--- src/rtl/dlc_pkg.sv ---
package dlc_pkg;
    localparam int DLC_WORD = 18;
    localparam int DLC_SYNC = 2;

    typedef enum logic {
        LANE_PASS = 1'b0,
        LANE_HOLD = 1'b1
    } lane_state_t;
endpackage

--- src/rtl/dlc_edge_sync.sv ---
module dlc_edge_sync #(
    parameter int STAGES = dlc_pkg::DLC_SYNC
) (
    input  logic clk,
    input  logic rst,
    input  logic pin_i,
    output logic rise_o
);
    localparam int LAST = STAGES;

    logic [LAST:0] chain_q;

    always_ff @(posedge clk) begin
        if (rst) chain_q <= '0;
        else     chain_q <= {chain_q[LAST-1:0], pin_i};
    end

    assign rise_o = chain_q[LAST-1] & ~chain_q[LAST];
endmodule

--- src/rtl/dlc_lane.sv ---
module dlc_lane
    import dlc_pkg::*;
#(
    parameter int WIDTH = DLC_WORD
) (
    input  logic             clk,
    input  logic             rst,
    input  logic [WIDTH-1:0] din_i,
    input  logic             open_i,
    input  logic             rise_i,
    input  logic             gate_n_i,
    input  logic             drive_n_i,
    output logic [WIDTH-1:0] dout_o,
    output logic             en_o
);
    lane_state_t state_q, state_d;
    logic [WIDTH-1:0] word_q, word_d;
    logic load_edge;
    logic en_q;

    // controller: close when open falls, open when it rises
    always_comb begin
        state_d = state_q;
        unique case (state_q)
            LANE_PASS: if (!open_i) state_d = LANE_HOLD;
            LANE_HOLD: if (open_i)  state_d = LANE_PASS;
            default:   state_d = LANE_PASS;
        endcase
    end

    always_ff @(posedge clk) begin
        if (rst) state_q <= LANE_PASS;
        else     state_q <= state_d;
    end

    // an edge only counts once the lane was already closed
    assign load_edge = (state_q == LANE_HOLD) && rise_i && !gate_n_i;

    always_comb begin
        word_d = word_q;
        unique case (state_d)
            LANE_PASS: word_d = din_i;
            LANE_HOLD: if (load_edge) word_d = din_i;
            default:   word_d = word_q;
        endcase
    end

    always_ff @(posedge clk) begin
        if (rst) begin
            word_q <= '0;
            en_q   <= 1'b0;
        end else begin
            word_q <= word_d;
            en_q   <= ~drive_n_i;
        end
    end

    assign dout_o = word_q;
    assign en_o   = en_q;

    assert_follow_R1: assert property (@(posedge clk) disable iff (rst)
        open_i |=> dout_o == $past(din_i));
    assert_hold_R2: assert property (@(posedge clk) disable iff (rst)
        (!open_i && !(rise_i && !gate_n_i)) |=> $stable(dout_o));
    assert_capture_R3: assert property (@(posedge clk) disable iff (rst)
        (!open_i && !$past(open_i) && rise_i && !gate_n_i) |=> dout_o == $past(din_i));
    assert_gated_R4: assert property (@(posedge clk) disable iff (rst)
        (!open_i && gate_n_i) |=> $stable(dout_o));
    assert_drive_off_R5: assert property (@(posedge clk) disable iff (rst)
        drive_n_i |=> !en_o);
    assert_reset_R10: assert property (@(posedge clk)
        rst |=> (dout_o == '0) && !en_o);
endmodule

--- src/rtl/duplex_latch_channel.sv ---
module duplex_latch_channel
    import dlc_pkg::*;
#(
    parameter int WIDTH  = DLC_WORD,
    parameter int STAGES = DLC_SYNC
) (
    input  logic             clk,
    input  logic             rst,
    input  logic [WIDTH-1:0] a_i,
    input  logic [WIDTH-1:0] b_i,
    input  logic             ab_drive_n,
    input  logic             ab_open,
    input  logic             ab_dclk,
    input  logic             ab_gate_n,
    input  logic             ba_drive_n,
    input  logic             ba_open,
    input  logic             ba_dclk,
    input  logic             ba_gate_n,
    output logic [WIDTH-1:0] b_o,
    output logic             b_en,
    output logic [WIDTH-1:0] a_o,
    output logic             a_en
);
    logic ab_rise, ba_rise;

    dlc_edge_sync #(.STAGES(STAGES)) u_ab_sync (
        .clk(clk), .rst(rst), .pin_i(ab_dclk), .rise_o(ab_rise));

    dlc_edge_sync #(.STAGES(STAGES)) u_ba_sync (
        .clk(clk), .rst(rst), .pin_i(ba_dclk), .rise_o(ba_rise));

    dlc_lane #(.WIDTH(WIDTH)) u_ab_lane (
        .clk(clk), .rst(rst), .din_i(a_i), .open_i(ab_open),
        .rise_i(ab_rise), .gate_n_i(ab_gate_n), .drive_n_i(ab_drive_n),
        .dout_o(b_o), .en_o(b_en));

    dlc_lane #(.WIDTH(WIDTH)) u_ba_lane (
        .clk(clk), .rst(rst), .din_i(b_i), .open_i(ba_open),
        .rise_i(ba_rise), .gate_n_i(ba_gate_n), .drive_n_i(ba_drive_n),
        .dout_o(a_o), .en_o(a_en));
endmodule

--- config.mk ---
export PLATFORM = sky130hd
export DESIGN_NAME = duplex_latch_channel
export DESIGN_NICKNAME = d
export VERILOG_FILES = /design/src/rtl/dlc_pkg.sv /design/src/rtl/dlc_edge_sync.sv /design/src/rtl/dlc_lane.sv /design/src/rtl/duplex_latch_channel.sv
export SDC_FILE = /design/constraint.sdc
export NUM_CORES = 1
export LEC_CHECK = 0
export ABC_AREA = 1
export BUFFER_PORTS_ARGS = -buffer_cell sky130_fd_sc_hd__buf_2
export CAP_MARGIN = 15
export CORE_ASPECT_RATIO = 0.9
export CORE_MARGIN = 2
export CORE_UTILIZATION = 48
export DETAILED_ROUTE_END_ITERATION = 8
export HOLD_SLACK_MARGIN = 0.03
export PLACE_DENSITY = 0.8
export SYNTH_ARGS = -nofsm -noshare
export SYNTH_HDL_FRONTEND = slang
export SYNTH_SLANG_ARGS = --single-unit
--- constraint.sdc ---
create_clock -name clk -period 1.04 [get_ports clk]
set_input_delay 0.156 -clock clk [delete_from_list [all_inputs] [get_ports clk]]
set_output_delay 0.156 -clock clk [all_outputs]
set_load 0.1 [all_outputs]
==> flow_summary_export.csv, run 1 <==
group,metric,value,unit
sta,finalCritPeriodShare,101,%
worst_hold_path,min-delay-path-class,"input pin to register",
sta,grt_setup_unrepaired,"yes",
die,die_w,73.0,um
clock_tree,cts_buffers,5,
yosys,avgSynthCellArea,7.65,um2
setup_path,cp_slowest_cell,"dfxtp_2",
sta,worst_slack,-0.00780,ns
routing,wl,5.16,mm
power_and_ir_drop,p_int,0.00300,W
power_and_ir_drop,seq_power_share,42.4,%
die,initial_utilization,50.2,%
clock_tree,clkTransAtPathRegs,0.08,ns
die,die-area,4830,um2
setup_path,r2r-end,"u_ab_lane.dout_o[4]$_SDFFE_PP0P_",
setup_path,start_kind,"register",
layout,fin_util,82.2,%
setup_path,path_cells,"nor2_4, buf_12, nand2_4, a21oi_1, nor2_1",
sta,setup_tns,-0.00780,ns
yosys,synth_compound_area_share,8.76,%
yosys,ys_seq_area_share,44.8,%
power_and_ir_drop,p_leak,1.63,nW
place,placed_area,3120,um2
yosys,netlist_area,2060,um2
yosys,synth_seq_cells,46,
clock_tree,cts_tree,"built",
routing,drc,0,
worst_hold_path,worstHoldStart,"ab_open",
sta,setup_violations,1,
clock_tree,htreeDepth,2,
setup_path,cp_top_family,"flip-flops",
routing,vias,1959,
routing,first_iter_violations,92,
power_and_ir_drop,power_density,1410,nW/um2
status,outcome,"complete, but fails checks",
yosys,synth_xor_area_share,0,%
yosys,yosysUniqueCellTypes,18,
grt,overflow,0,
yosys,syn_inst,269,
grt,grt_max_degree,37,
grt,antenna_found_initial,0,
power_and_ir_drop,power_frac_comb,36.2,%
setup_path,slowest_delay,0.34,ns
worst_hold_path,min_to,"u_ab_lane.state_q$_SDFF_PP0_",
yosys,synth_fp_nets,315,
place,portBuffers,83,
layout,final_cell_area,3370,um2
routing,route.detailed.wl_per_inst,12.7,um
grt,grt_pass1_vias,1845,
sta,hold_viol_final,0,
sta,fin_skew,0.00718,ns
sta,worstMarginPinSlew,0.233,ns
power_and_ir_drop,ir_worst_vdd,0.958,mV
sta,fmaxAchievable,954,MHz
worst_hold_path,holdPathStages,2,
die,core_area,4100,um2
setup_path,r2r.worst_path.cells,5,
grt,grt_usage,20.6,%
sta,finalCriticalPeriod,1.05,ns
sta,report.final.slew_viol_count,0,
clock_tree,clockRootBuffer,"clkbuf_8",
power_and_ir_drop,swShare,37.0,%
setup_path,worst_ep_arrival_time,1.22,ns
power_and_ir_drop,netSwitchingPower,0.00176,W
setup_path,crit_buf_inv,1,
die,num_rows,22,
setup_path,cp.depth,5,
place,hpwl,3.33,mm
flow_run,max_cap_violations,0,
setup_path,crit_fanout,4,
yosys,ys_warn_count,0,
routing,drtPass1Iterations,4,
layout,num-nets-final,405,
yosys,synth_top_family_by_area,"simple AND/OR/NAND/NOR gates",
status,failed_checks,"negative setup slack",
clock_tree,clockBufferDepth,2,
routing,ant_nets,0,
layout,antenna_cells,0,
setup_path,crit_required,1.22,ns
setup_path,r2r_start,"u_ab_sync.chain_q[2]$_SDFF_PP0_",
grt,grt_pass1_wl,7.82,mm
yosys,synth_fa_ha_area_share,0,%
clock_tree,insertion_delay,0.29,ns
yosys,synth.area.mux_share,0,%
die,io_pins,84,
place,gp_congestion,0.748,
setup_path,r2r_slack,-0.008,ns
power_and_ir_drop,p_total,0.00476,W
power_and_ir_drop,clock_power_share,21.4,%
sta,slew_headroom,84.5,%
die,die_h,66.1,um
setup_path,worstSetupPathType,"register to register",
layout,drive_gt1_share,49.3,%
layout,layout_common_cells,"45 x nor2_1, 45 x buf_2, 43 x buf_12",
layout,syn2layout_area_growth,63.8,%
clock_tree,cts.sinks,46,
yosys,synth_simple_gate_area_share,31.4,%
routing,via_per_inst,4.81,
setup_path,cp-end-kind,"register",
[layer usage]
layer | wire, um | track usage, %
met2 | 2550 | 36.3
met5 | 0 | 0
met3 | 353 | 7.01
met4 | 26 | 6.02
met1 | 2230 | 23.5
[worst register-to-register path: cells and delay by family (launching register included)]
family,cells,cell delay [ns]
compound gates,1,0.16
buf+inv,1,0.16
flops,1,0.34
simple gates,3,0.28
[registers in the layout (all words and copies together), names as in the netlist]
register	count
u_ba_sync.chain_q	3
u_ba_lane.en_o	1
u_ab_sync.chain_q	3
u_ba_lane.state_q	1
u_ab_lane.state_q	1
u_ab_lane.dout_o	18
u_ba_lane.dout_o	18
u_ab_lane.en_o	1
[kinds of logic (layout without fill, tap and decap cells)]
logic type,count (synthesis),in the layout
AND/OR/NAND/NOR,124,129
buffers and inverters,63,148
flip-flops,46,46
AO/OA/AOI/OAI,36,36
[final cells by class]
type | count | area, um2
Tap cell | 48 | 60.1
Inverter | 47 | 189
Timing Repair Buffer | 94 | 1140
Sequential cell | 46 | 971
Multi-Input combinational cell | 165 | 933
Fill cell | 233 | 732
Clock buffer | 7 | 76.3
[cell usage after synthesis]
cell / count / share of area (%)
nor2_4: 1 / 0.55
buf_2: 6 / 1.5
nand3_1: 14 / 3.4
dfxtp_1: 46 / 45
nand2_4: 2 / 1.1
nor2_1: 46 / 8.4
clkbuf_1: 1 / 0.18
buf_4: 2 / 0.73
buf_6: 5 / 2.7
nand2_1: 38 / 6.9
inv_2: 4 / 0.73
buf_8: 1 / 0.73
inv_1: 42 / 7.7
a21oi_1: 36 / 8.8
nand3_2: 22 / 11
clkbuf_8: 1 / 0.67
clkinv_1: 1 / 0.18
nor2_2: 1 / 0.30
[timing repair]
item	CTS	global route
gates cloned	0	5
setup buffers	0	2
hold buffers	2	0
setup endpoints to repair	18	30
pin swaps	0	5
resized for setup	1	15
hold endpoints to repair	2	0
[worst max-delay path by stage]
stage                                                 start                           endpoint  slack [ns]
final                       u_ab_sync.chain_q[2]$_SDFF_PP0_   u_ab_lane.dout_o[4]$_SDFFE_PP0P_      -0.008
after global routing        u_ab_sync.chain_q[2]$_SDFF_PP0_   u_ab_lane.dout_o[4]$_SDFFE_PP0P_       -0.04
after CTS                   u_ba_sync.chain_q[2]$_SDFF_PP0_  u_ba_lane.dout_o[12]$_SDFFE_PP0P_        0.01
after detailed placement    u_ab_sync.chain_q[1]$_SDFF_PP0_   u_ab_lane.dout_o[4]$_SDFFE_PP0P_       -0.06
after global placement      u_ab_sync.chain_q[1]$_SDFF_PP0_  u_ab_lane.dout_o[16]$_SDFFE_PP0P_     -0.0003
after floorplan           u_ab_lane.dout_o[10]$_SDFFE_PP0P_  u_ab_lane.dout_o[10]$_SDFFE_PP0P_        0.04
[power by group through the flow]
stage	clock (W)	sequential, W	combinational [W]
global route	0.00112	0.00203	0.00181
CTS	0.00104	0.00202	0.00168
detailed placement	0	0.00206	0.00167
global placement	0	0.00205	0.00164
finish	0.00102	0.00202	0.00172
floorplan	0	0.00276	0.000325
[per-stage QoR]
| stage | hold slack, ns | setup slack, ns | std cells |
|---|---|---|---|
| after detailed placement | 0.307 | -0.0629 | 391 |
| after CTS | 0.0381 | 0.0146 | 400 |
| after floorplan | 0.221 | 0.0445 | 269 |
| final | 0.0432 | -0.00780 | 407 |
| after global placement | 0.305 | -0.000345 | 391 |
| after global routing | 0.0427 | -0.0448 | 407 |
No activity file was read; power rests on OpenSTA's default activity.
==> run 2: changes to the inputs <==
- ABC_AREA: 1 -> unset
- CORE_UTILIZATION: 48 -> 46
- PLACE_DENSITY: 0.8 -> 0.78
==> flow_summary_export.csv, run 2 <==
group,metric,value,unit
routing,vias,1483,
yosys,yosysUniqueCellTypes,12,
setup_path,r2r_slack,-0.04,ns
sta,grt_setup_unrepaired,"yes",
layout,syn2layout_area_growth,69.5,%
yosys,ys_warn_count,0,
setup_path,worstSetupPathType,"register to register",
routing,wl,4.11,mm
sta,hold_viol_final,0,
yosys,synth.area.top_cells,"dfxtp_1 48%, nand2b_1 24%, mux2i_1 19%",
flow_run,max_cap_violations,0,
yosys,synth_fp_nets,226,
layout,final_common_cell,"nand2b_1",
grt,grt_pass1_vias,1528,
setup_path,r2r_start,"u_ba_lane.state_q$_SDFF_PP0_",
clock_tree,cts_buffers,5,
layout,drive_gt1_share,53.7,%
power_and_ir_drop,netSwitchingPower,0.00155,W
layout,fin_util,80.3,%
yosys,yosysTopAreaCellShare,48.4,%
sta,fmaxAchievable,928,MHz
setup_path,worst_ep_arrival_time,1.30,ns
yosys,async_flop_share,0,%
status,failed_checks,"negative setup slack",
yosys,avgSynthCellArea,10.6,um2
routing,via_per_inst,4.66,
place,gp_congestion,0.730,
clock_tree,cts.sinks,46,
yosys,netlist_area,1900,um2
power_and_ir_drop,p_total,0.00472,W
clock_tree,clockBufferDepth,2,
grt,overflow,0,
yosys,syn_inst,180,
die,core_area,4020,um2
yosys,synth_most_common_cell,"nand2b_1",
sta,setup_violations,10,
power_and_ir_drop,p_leak,1.43,nW
power_and_ir_drop,p_int,0.00317,W
die,io_pins,84,
routing,route.detailed.wl_per_inst,12.9,um
clock_tree,clockRootBuffer,"clkbuf_8",
yosys,yosys.area.top_type,"dfxtp_1",
sta,report.final.slew_viol_count,0,
die,die_h,65.0,um
clock_tree,clkTransAtPathRegs,0.08,ns
power_and_ir_drop,power_density,1460,nW/um2
power_and_ir_drop,seq_power_share,42.2,%
layout,nFillCells,229,
grt,grt_usage,19.8,%
power_and_ir_drop,swShare,32.9,%
die,die-area,4670,um2
clock_tree,insertion_delay,0.30,ns
status,outcome,"complete, but fails checks",
yosys,synthFlopType,"dfxtp_1",
grt,grt_pass1_wl,7.11,mm
clock_tree,htreeDepth,2,
place,placed_area,2990,um2
worst_hold_path,holdPathStages,2,
sta,worstMarginPinSlew,0.144,ns
worst_hold_path,worstHoldStart,"ba_open",
yosys,synth_edf_count,0,
place,hpwl,2.94,mm
yosys,yosys-top-cells-count,"72 x nand2b_1, 46 x dfxtp_1, 36 x mux2i_1",
setup_path,r2r.worst_path.cells,3,
power_and_ir_drop,clock_power_share,26.4,%
setup_path,crit_fanout,4,
sta,worst_slack,-0.0381,ns
yosys,synth_seq_cells,46,
routing,ant_nets,0,
power_and_ir_drop,ir_worst_vdd,0.995,mV
routing,first_iter_violations,39,
layout,antenna_cells,0,
worst_hold_path,min-delay-path-class,"input pin to register",
sta,finalCritPeriodShare,104,%
setup_path,cp-end-kind,"register",
clock_tree,cts_tree,"built",
setup_path,crit_required,1.26,ns
setup_path,start_kind,"register",
die,initial_utilization,47.4,%
power_and_ir_drop,power_frac_comb,31.4,%
die,num_rows,22,
sta,slew_headroom,90.1,%
layout,final_cell_area,3230,um2
sta,finalCriticalPeriod,1.08,ns
yosys,ys_seq_area_share,48.4,%
place,portBuffers,83,
routing,drc,0,
layout,num-nets-final,315,
layout,layout_common_cells,"72 x nand2b_1, 45 x buf_2, 42 x buf_12",
grt,grt_max_degree,50,
routing,drtPass1Iterations,4,
sta,fin_skew,0.00228,ns
die,die_w,71.8,um
setup_path,r2r-end,"u_ba_lane.dout_o[16]$_SDFFE_PP0P_",
grt,antenna_found_initial,0,
worst_hold_path,min_to,"u_ba_lane.state_q$_SDFF_PP0_",
## run 2: cell types whose count changed after synthesis, sizes merged, moves of 36 or more
cell,previous run,this run
inv,46,0
nand2b,0,72
nand3,36,0
mux2i,0,36
nor2,48,6
nand2,40,0
a21oi,36,0
## run 2: layout make-up
type / count / area, um2 / share of cell area, %
clock buffers: 8 / 110 / 3.41
multi-input cells: 122 / 927 / 28.7
flip-flops and latches: 46 / 972 / 30.1
well taps: 48 / 60.1 / 1.86
repair buffers: 94 / 1160 / 35.8
## run 2: logic make-up after synthesis
logic type	share of synthesized area (%)
AOI/OAI and AO/OA	0.329
DFF	48.4
muxes	18.9
and+or+nand+nor	28.5
buffers and inverters	3.81
## run 2: worst max path at each step
stage,from,end,cells after the start
detailed placement,u_ab_lane.state_q$_SDFF_PP0_,u_ab_lane.dout_o[7]$_SDFFE_PP0P_,3
global placement,u_ab_sync.chain_q[1]$_SDFF_PP0_,u_ab_lane.dout_o[16]$_SDFFE_PP0P_,3
global route,u_ba_sync.chain_q[2]$_SDFF_PP0_,u_ba_lane.dout_o[7]$_SDFFE_PP0P_,5
floorplan,u_ab_sync.chain_q[1]$_SDFF_PP0_,u_ab_lane.dout_o[10]$_SDFFE_PP0P_,4
finish,u_ba_lane.state_q$_SDFF_PP0_,u_ba_lane.dout_o[16]$_SDFFE_PP0P_,3
CTS,u_ba_lane.state_q$_SDFF_PP0_,u_ba_lane.dout_o[7]$_SDFFE_PP0P_,4
## run 2: critical path: stages (launching register included)
cell and delay (ns):
dfxtp_2 0.33, a31oi_4 0.20, bufbuf_16 0.29, mux2i_1 0.17
## run 2: power by group through the flow
stage / Combinational [W] / Sequential (W) / Clock [W]
after floorplan: 0.000252 / 0.00265 / 0
after global placement: 0.00142 / 0.00203 / 0
after detailed placement: 0.00144 / 0.00203 / 0
after CTS: 0.00151 / 0.00199 / 0.00128
after global routing: 0.00154 / 0.00201 / 0.00135
final: 0.00148 / 0.00199 / 0.00124
## run 2: metal layers
| metal | up-vias | share of wire [%] | global-route usage, % |
|---|---|---|---|
| met1 | 671 | 43 | 22.8 |
| met4 | 0 | 1.5 | 6.37 |
| met2 | 55 | 48 | 34.4 |
| li1 | 749 | - | - |
| met3 | 8 | 7.8 | 7.00 |
| met5 | - | 0 | 0 |
## run 2: repair_timing
| item | in CTS | in global routing |
|---|---|---|
| gates resized for setup | 4 | 4 |
| cloned | 2 | 0 |
| hold buffers | 2 | 0 |
| endpoints found under the hold margin | 2 | 0 |
| endpoints found under the setup margin | 26 | 36 |
| buffers inserted | 5 | 0 |
| pin swaps | 3 | 0 |
## run 2: through the flow
stage / setup WS (ns) / setup TNS [ns] / hold slack [ns] / std cells
2_1_floorplan: -0.0508 / -0.508 / 0.221 / 180
5_1_grt: -0.0834 / -1.27 / 0.0518 / 318
3_5_place_dp: -0.151 / -2.40 / 0.308 / 302
3_3_place_gp: -0.0970 / -1.70 / 0.306 / 302
6_report: -0.0381 / -0.217 / 0.0586 / 318
4_1_cts: -0.0230 / -0.280 / 0.0515 / 319
